$ cat src/rtl/irq_ctrl_pkg.sv
package irq_ctrl_pkg;
  localparam int VEC_W = 3;
  typedef logic [VEC_W-1:0] vec_t;
  localparam vec_t NMI_VEC = vec_t'(0);
endpackage

$ cat src/rtl/nmi_edge_latch.sv
module nmi_edge_latch #(
  parameter int SYNC_STAGES = 2
) (
  input  logic clk,
  input  logic rst_n,
  input  logic pin_n,
  input  logic svc_clr,
  output logic latch_q
);
  logic [SYNC_STAGES-1:0] sync_q;
  logic                   last_q;
  logic                   fall;

  assign fall = last_q & ~sync_q[SYNC_STAGES-1];

  always_ff @(posedge clk or negedge rst_n) begin
    if (!rst_n) begin
      sync_q  <= '1;
      last_q  <= 1'b1;
      latch_q <= 1'b0;
    end else begin
      sync_q  <= {sync_q[SYNC_STAGES-2:0], pin_n};
      last_q  <= sync_q[SYNC_STAGES-1];
      latch_q <= fall | (latch_q & ~svc_clr);
    end
  end

  AST_NMI_EDGE_SETS: assert property (@(posedge clk) disable iff (!rst_n)
    fall |=> latch_q);
  AST_NMI_SVC_CLEARS: assert property (@(posedge clk) disable iff (!rst_n)
    (svc_clr && !fall) |=> !latch_q);
endmodule

$ cat src/rtl/irq_select.sv
module irq_select
  import irq_ctrl_pkg::*;
#(
  parameter int NUM_EXT = 2,
  parameter int NUM_PER = 2,
  localparam int NUM_MASK = NUM_EXT + NUM_PER
) (
  input  logic                glob_en,
  input  logic [NUM_EXT-1:0]  ext_req,
  input  logic [NUM_PER-1:0]  per_flag,
  input  logic [NUM_PER-1:0]  per_en,
  output logic [NUM_MASK-1:0] pend,
  output logic                any_pend,
  output vec_t                win_vec
);
  for (genvar i = 0; i < NUM_EXT; i++) begin : g_ext
    assign pend[i] = ext_req[i] & glob_en;
  end
  for (genvar j = 0; j < NUM_PER; j++) begin : g_per
    assign pend[NUM_EXT+j] = per_flag[j] & per_en[j] & glob_en;
  end

  assign any_pend = |pend;

  always_comb begin
    win_vec = NMI_VEC;
    for (int k = NUM_MASK - 1; k >= 0; k--) begin
      if (pend[k]) win_vec = vec_t'(k + 1);
    end
  end
endmodule

$ cat src/rtl/irq_seq.sv
module irq_seq
  import irq_ctrl_pkg::*;
#(
  parameter int NUM_MASK = 4
) (
  input  logic clk,
  input  logic rst_n,
  input  logic nmi_pend,
  input  logic mask_any,
  input  vec_t mask_win,
  input  logic ack,
  input  logic reti,
  output logic req_q,
  output vec_t vec_q,
  output logic svc_nmi
);
  logic nmi_act;
  logic mask_act;
  logic taken;

  assign taken   = req_q & ack;
  assign svc_nmi = taken & (vec_q == NMI_VEC);

  always_ff @(posedge clk or negedge rst_n) begin
    if (!rst_n) begin
      req_q <= 1'b0;
      vec_q <= NMI_VEC;
    end else if (req_q) begin
      if (ack) req_q <= 1'b0;
    end else if (nmi_pend && !nmi_act) begin
      req_q <= 1'b1;
      vec_q <= NMI_VEC;
    end else if (mask_any && !nmi_act && !mask_act) begin
      req_q <= 1'b1;
      vec_q <= mask_win;
    end
  end

  always_ff @(posedge clk or negedge rst_n) begin
    if (!rst_n) begin
      nmi_act  <= 1'b0;
      mask_act <= 1'b0;
    end else begin
      if (reti) begin
        if (nmi_act) nmi_act <= 1'b0;
        else         mask_act <= 1'b0;
      end
      if (taken) begin
        if (vec_q == NMI_VEC) nmi_act  <= 1'b1;
        else                  mask_act <= 1'b1;
      end
    end
  end

  AST_VEC_HOLD: assert property (@(posedge clk) disable iff (!rst_n)
    (req_q && !ack) |=> (req_q && $stable(vec_q)));
  AST_REQ_DROPS: assert property (@(posedge clk) disable iff (!rst_n)
    (req_q && ack) |=> !req_q);
  AST_NO_NMI_NEST: assert property (@(posedge clk) disable iff (!rst_n)
    nmi_act |-> !(req_q && vec_q == NMI_VEC));
  AST_NO_MASK_NEST: assert property (@(posedge clk) disable iff (!rst_n)
    mask_act |-> !(req_q && vec_q != NMI_VEC));
  AST_VEC_RANGE: assert property (@(posedge clk) disable iff (!rst_n)
    req_q |-> (int'(vec_q) <= NUM_MASK));
  AST_RETI_NMI_FIRST: assert property (@(posedge clk) disable iff (!rst_n)
    (reti && nmi_act && !taken) |=> (!nmi_act && mask_act == $past(mask_act)));
endmodule

$ cat src/rtl/prio_irq_ctrl.sv
module prio_irq_ctrl
  import irq_ctrl_pkg::*;
#(
  parameter int NUM_EXT = 2,
  parameter int NUM_PER = 2,
  parameter int SYNC_STAGES = 2,
  parameter logic [NUM_PER-1:0] STOP_MASK = 2'b01
) (
  input  logic               clk,
  input  logic               rst_n,
  input  logic               nmi_n,
  input  logic               glob_en,
  input  logic [NUM_EXT-1:0] ext_req,
  input  logic [NUM_PER-1:0] per_flag,
  input  logic [NUM_PER-1:0] per_en,
  input  logic               irq_ack,
  input  logic               irq_reti,
  output logic               irq_req,
  output logic [VEC_W-1:0]   irq_vec,
  output logic               wake_wait,
  output logic               wake_stop
);
  localparam int NUM_MASK = NUM_EXT + NUM_PER;

  logic                nmi_latch;
  logic                svc_nmi;
  logic [NUM_MASK-1:0] pend;
  logic                any_pend;
  vec_t                win_vec;
  vec_t                vec_q;

  nmi_edge_latch #(.SYNC_STAGES(SYNC_STAGES)) u_nmi (
    .clk(clk), .rst_n(rst_n), .pin_n(nmi_n), .svc_clr(svc_nmi), .latch_q(nmi_latch)
  );

  irq_select #(.NUM_EXT(NUM_EXT), .NUM_PER(NUM_PER)) u_sel (
    .glob_en(glob_en), .ext_req(ext_req), .per_flag(per_flag), .per_en(per_en),
    .pend(pend), .any_pend(any_pend), .win_vec(win_vec)
  );

  irq_seq #(.NUM_MASK(NUM_MASK)) u_seq (
    .clk(clk), .rst_n(rst_n), .nmi_pend(nmi_latch), .mask_any(any_pend),
    .mask_win(win_vec), .ack(irq_ack), .reti(irq_reti),
    .req_q(irq_req), .vec_q(vec_q), .svc_nmi(svc_nmi)
  );

  assign irq_vec   = vec_q;
  assign wake_wait = nmi_latch | any_pend;
  assign wake_stop = nmi_latch | (|pend[NUM_EXT-1:0])
                   | (|(pend[NUM_MASK-1:NUM_EXT] & STOP_MASK));

  AST_STOP_IMPLIES_WAIT: assert property (@(posedge clk) disable iff (!rst_n)
    wake_stop |-> wake_wait);
  AST_WAIT_ON_REQ: assert property (@(posedge clk) disable iff (!rst_n)
    (irq_req && irq_vec == NMI_VEC && !irq_ack) |-> wake_wait);
endmodule

$ cat config.mk
export PLATFORM = sky130hd
export DESIGN_NAME = prio_irq_ctrl
export DESIGN_NICKNAME = d
export VERILOG_FILES = /design/src/rtl/irq_ctrl_pkg.sv /design/src/rtl/nmi_edge_latch.sv /design/src/rtl/irq_select.sv /design/src/rtl/irq_seq.sv /design/src/rtl/prio_irq_ctrl.sv
export SDC_FILE = /design/constraint.sdc
export NUM_CORES = 1
export LEC_CHECK = 0
export BUFFER_PORTS_ARGS = -buffer_cell sky130_fd_sc_hd__buf_2
export CORE_MARGIN = 2
export CORE_UTILIZATION = 23
export CTS_CLUSTER_SIZE = 20
export DETAILED_ROUTE_END_ITERATION = 8
export SYNTH_ARGS = -nofsm -noshare
export SYNTH_HDL_FRONTEND = slang
export SYNTH_SLANG_ARGS = --single-unit
export TNS_END_PERCENT = 1
$ cat constraint.sdc
create_clock -name clk -period 1.6 [get_ports clk]
set_input_delay 0.32 -clock clk [delete_from_list [all_inputs] [get_ports clk]]
set_output_delay 0.32 -clock clk [all_outputs]
set_load 0.005 [all_outputs]
# [Word level (Yosys, flattened, before mapping)]
# Index checks and enable logic that the tools add are counted.
[totals] ff_bits=10 out_inout_bits=6 elab_cells=51
[op_classes] mux=17 bitwise_logic=17 n_reduce_logical=10
[ops] operator="$mux 3" n=6
[ops] operator="$mux 1" n=11
[ops] operator="$and 1x1->1" n=10
[ops] operator="$or 1x1->1" n=4
[ops] operator="$reduce_or 4->1" n=1
[ops] operator="$logic_and 1x1->1" n=3
[ops] operator="$logic_not 3->1" n=1
[ops] operator="$not 1->1" n=3
[ops] operator="$logic_not 1->1" n=2
[ops] operator="$reduce_and 2->1" n=1
[ops] operator="$reduce_bool 2->1" n=1
[ops] operator="$reduce_or 2->1" n=1

# [Longest topological paths before layout]
[depth] word_depth=8 depth_mapped=4 mapped_depth_nobuf=4

# [Cells and area by module]
# From an unflattened synthesis, not the netlist that was laid out.
[hier_totals] hier_cells=55 area_unflattened_um2=566.8
[by_module_without_submodules] module="irq_seq" n_inst=1 cells_per_inst=32 area_each_um2=341.6 seq_area_each_um2=150.1
[by_module_without_submodules] module="nmi_edge_latch" n_inst=1 cells_per_inst=7 area_each_um2=123.9 seq_area_each_um2=103.8
[by_module_without_submodules] module="irq_select" n_inst=1 cells_per_inst=14 area_each_um2=87.6 seq_area_each_um2=0.0
[by_module_without_submodules] module="prio_irq_ctrl" n_inst=1 cells_per_inst=2 area_each_um2=13.8 seq_area_each_um2=0.0

# [Worst setup path after synthesis]
# No wires, ideal clock.
[synth_path] path_type="input to output" from="input port per_flag[0]" to="output port wake_wait" arrival_time_ps=971 required_ps=1280 path_slack_ps=309 cell_stages=3 path_buffers=0 cell_sequence="a211o_1 nand2b_4 a21o_2"
[synth_via] elab_chain_len=4
[synth_rtl] element="start: declaration" line="prio_irq_ctrl.sv:14" source="input logic [NUM_PER-1:0] per_flag,"
[synth_rtl] element="$and 1x1->1 (2 in series)" line="irq_select.sv:20" source="assign pend[NUM_EXT+j] = per_flag[j] & per_en[j] & glob_en;"
[synth_rtl] element="$reduce_or 4->1" line="irq_select.sv:23" source="assign any_pend = |pend;"
[synth_rtl] element="$or 1x1->1" line="prio_irq_ctrl.sv:48" source="assign wake_wait = nmi_latch | any_pend;"
[synth_rtl] element="end: declaration" line="prio_irq_ctrl.sv:20" source="output logic wake_wait,"
# Every way passes these cells.

# [Worst setup path in the final report]
# Ends and elaborated chain as after synthesis.

==> results.cfg <==
[outcome]
status = finished clean

[global_route]
grt_max_degree = 11
antenna_found_initial = 0
met2_usage_pct = 13.47
grt_pass1_wl_microns = 1656
top_usage_layer = met2
grt-ovfl-total = 0
grt_pass1_vias = 374
grtUsageMet1_pct = 11.54
track_usage_pct = 9.245
grtUsageMet3_pct = 2.454

[worst_setup_path]
slowest_delay_ns = 0.31
crit_chain = buf_2 > a211o_1 > nand2b_4 > a21o_2 > buf_2
critPathSlowestCell = a211o_1
crit_buf_inv = 2
crit_fanout = 3
worstPathArrival_ns = 1.21
crit_required_ns = 1.28
cp_common_cell = buf_2
path_class = in -> out
crit_family = compound AO/OA/AOI/OAI gates
cp-end-kind = output pin
start_kind = input port

[synth]
synth.most_common_cell = dfrtp_1
synth-seq-area-share_pct = 54.57
synth_top_area_share_pct = 37.63
synthFlopType = dfrtp_1
yosys-top-cells-count = dfrtp_1, inv_1, o21ai_0
ys_types = 21
synthesis.area_sq_um = 465.4
syn_inst = 45
synth_edf_count = 0
ys_seq_elements = 10
synthArstFlopShare_pct = 100.0
syn_nets = 57
yosys_warnings = 0
synth_area_leaders = dfrtp_1, dfstp_2, o21ai_0
syn_area_per_cell_sq_um = 10.34
yosysTopAreaCell = dfrtp_1

[sta]
rsz0062_at_grt = false
skew_ns = 0.003439
worst_pin_slew_ns = 0.2736
period_share_pct = 95.85
fmax_ghz = 0.6521
final-hold-violation-count = 0
setup_ws_ns = 0.06642
setup_violations = 0
period_needed_ns = 1.534
fin_tns_setup_ns = 0
relSlewSlack_pct = 81.62
drv_slew = 0
whs_ns = 0.1504

[routing]
wl_microns = 1017
drt_iter0_markers = 6
wl_per_cell_microns = 10.82
final_antenna_net_count = 0
vias_per_cell = 4.298
drc = 0
drtPass1Iterations = 4
via_count = 404

[power]
peakVddDrop_mv = 0.5225
p_leak_nw = 0.3320
total_power_uw = 922.5
power_density_nw_per_um2 = 1463

[place]
dp.cells = 89
pre_cts_ws_ns = 0.06335
hpwl_microns = 805.2
gp_congestion = 0.6629
dpl_cell_area_sq_um = 584.3
port_buffers = 17

[clock_network]
cts_setup_buffers = 0
cts.clk_slew.worst_paths_ns = 0.06
cts_buffers = 3
root_buffer = clkbuf_4
cts_htree_levels = 1
cts_buffer_depth = 2
cts_tree = built
insertion_delay_ns = 0.27
cts_sinks = 10
cts_resized = 0

[die]
start_util_pct = 23.97
ios = 18
dieArea_sq_um = 2400
core_area_sq_um = 1942
fp.dieH_microns = 48.99
fp.dieW_microns = 48.99
std_cell_rows = 16

[final_layout]
fillers = 211
final_core_util_pct = 32.47
design_area_sq_um = 630.6
nets = 80
syn_to_final_growth_pct = 35.48
final_cells = 94
antenna_cells = 0
drive_gt1_share_pct = 43.28

[job]
maxCapViolations = 0

[hold_path]
hold_path_class = in -> reg
## report_power, final
part           leakage (nW)  total [mW]  switching, mW  internal, mW
Combinational         0.189       0.290          0.147         0.143
Sequential            0.122       0.407         0.0803         0.327
Clock                0.0210       0.226         0.0877         0.138
Total                 0.332       0.923          0.315         0.608
## state kept, by name, indices dropped and copies added (netlist names)
register,flops
u_seq.vec_q,3
u_nmi.sync_q,2
u_nmi.last_q,1
u_nmi.latch_q,1
u_seq.mask_act,1
u_seq.nmi_act,1
u_seq.req_q,1
## cell families after synthesis
kind of cell           count (synthesis)  share of synthesized area, %
AOI/OAI and AO/OA                     16                         24.46
and+or+nand+nor                       14                         16.94
DFF                                   10                         54.57
buffers and inverters                  5                         4.033
## layer usage
metal | vias to the layer above | part of all wire (%)
li1 | 201 | -
met4 | 0 | 0
met1 | 188 | 47
met2 | 15 | 47
met3 | 0 | 6.2
met5 | - | 0
## area by class of cell
cell class	instances	area (sq um)	area share [%]
Tap cell	27	33.78	5.357
Inverter	5	18.77	2.976
Multi-Input combinational cell	30	192.7	30.56
Clock buffer	4	36.28	5.754
Timing Repair Buffer	18	95.09	15.08
Sequential cell	10	254.0	40.28
## layout by cell type (no fill, tap or decap), types with 2 or more instances in the layout
| cell type | n |
|---|---|
| inv_1 | 5 |
| a21oi_1 | 2 |
| buf_2 | 17 |
| dfrtp_1 | 7 |
| a21o_1 | 2 |
| dfstp_2 | 3 |
| nor2_1 | 2 |
| clkbuf_4 | 3 |
| o21ai_0 | 5 |
| a21o_2 | 2 |
| nand2_1 | 4 |
| nor3_1 | 2 |
## path summary, 6_finish.rpt
path,startpoint,endpoint,slack (ns),depth (start not counted)
hold reg to reg,u_nmi.sync_q[0]$_DFF_PN1_,u_nmi.sync_q[1]$_DFF_PN1_,0.36,0
max in group asynchronous,rst_n,u_nmi.last_q$_DFF_PN1_,0.92,2
hold / removal,nmi_n,u_nmi.sync_q[0]$_DFF_PN1_,0.15,1
setup reg to reg,u_nmi.latch_q$_DFF_PN0_,u_seq.vec_q[0]$_DFFE_PN0P_,0.40,3
min in group asynchronous,rst_n,u_seq.nmi_act$_DFF_PN0_,0.43,2
setup / recovery,per_flag[0],wake_wait,0.07,5
## what timing repair did
item,4_1_cts,5_1_grt
setup endpoints to repair,0,0
endpoints found under the hold margin,7,0
hold buffers,1,0
Note: power is estimated with default switching activity, not from simulation.
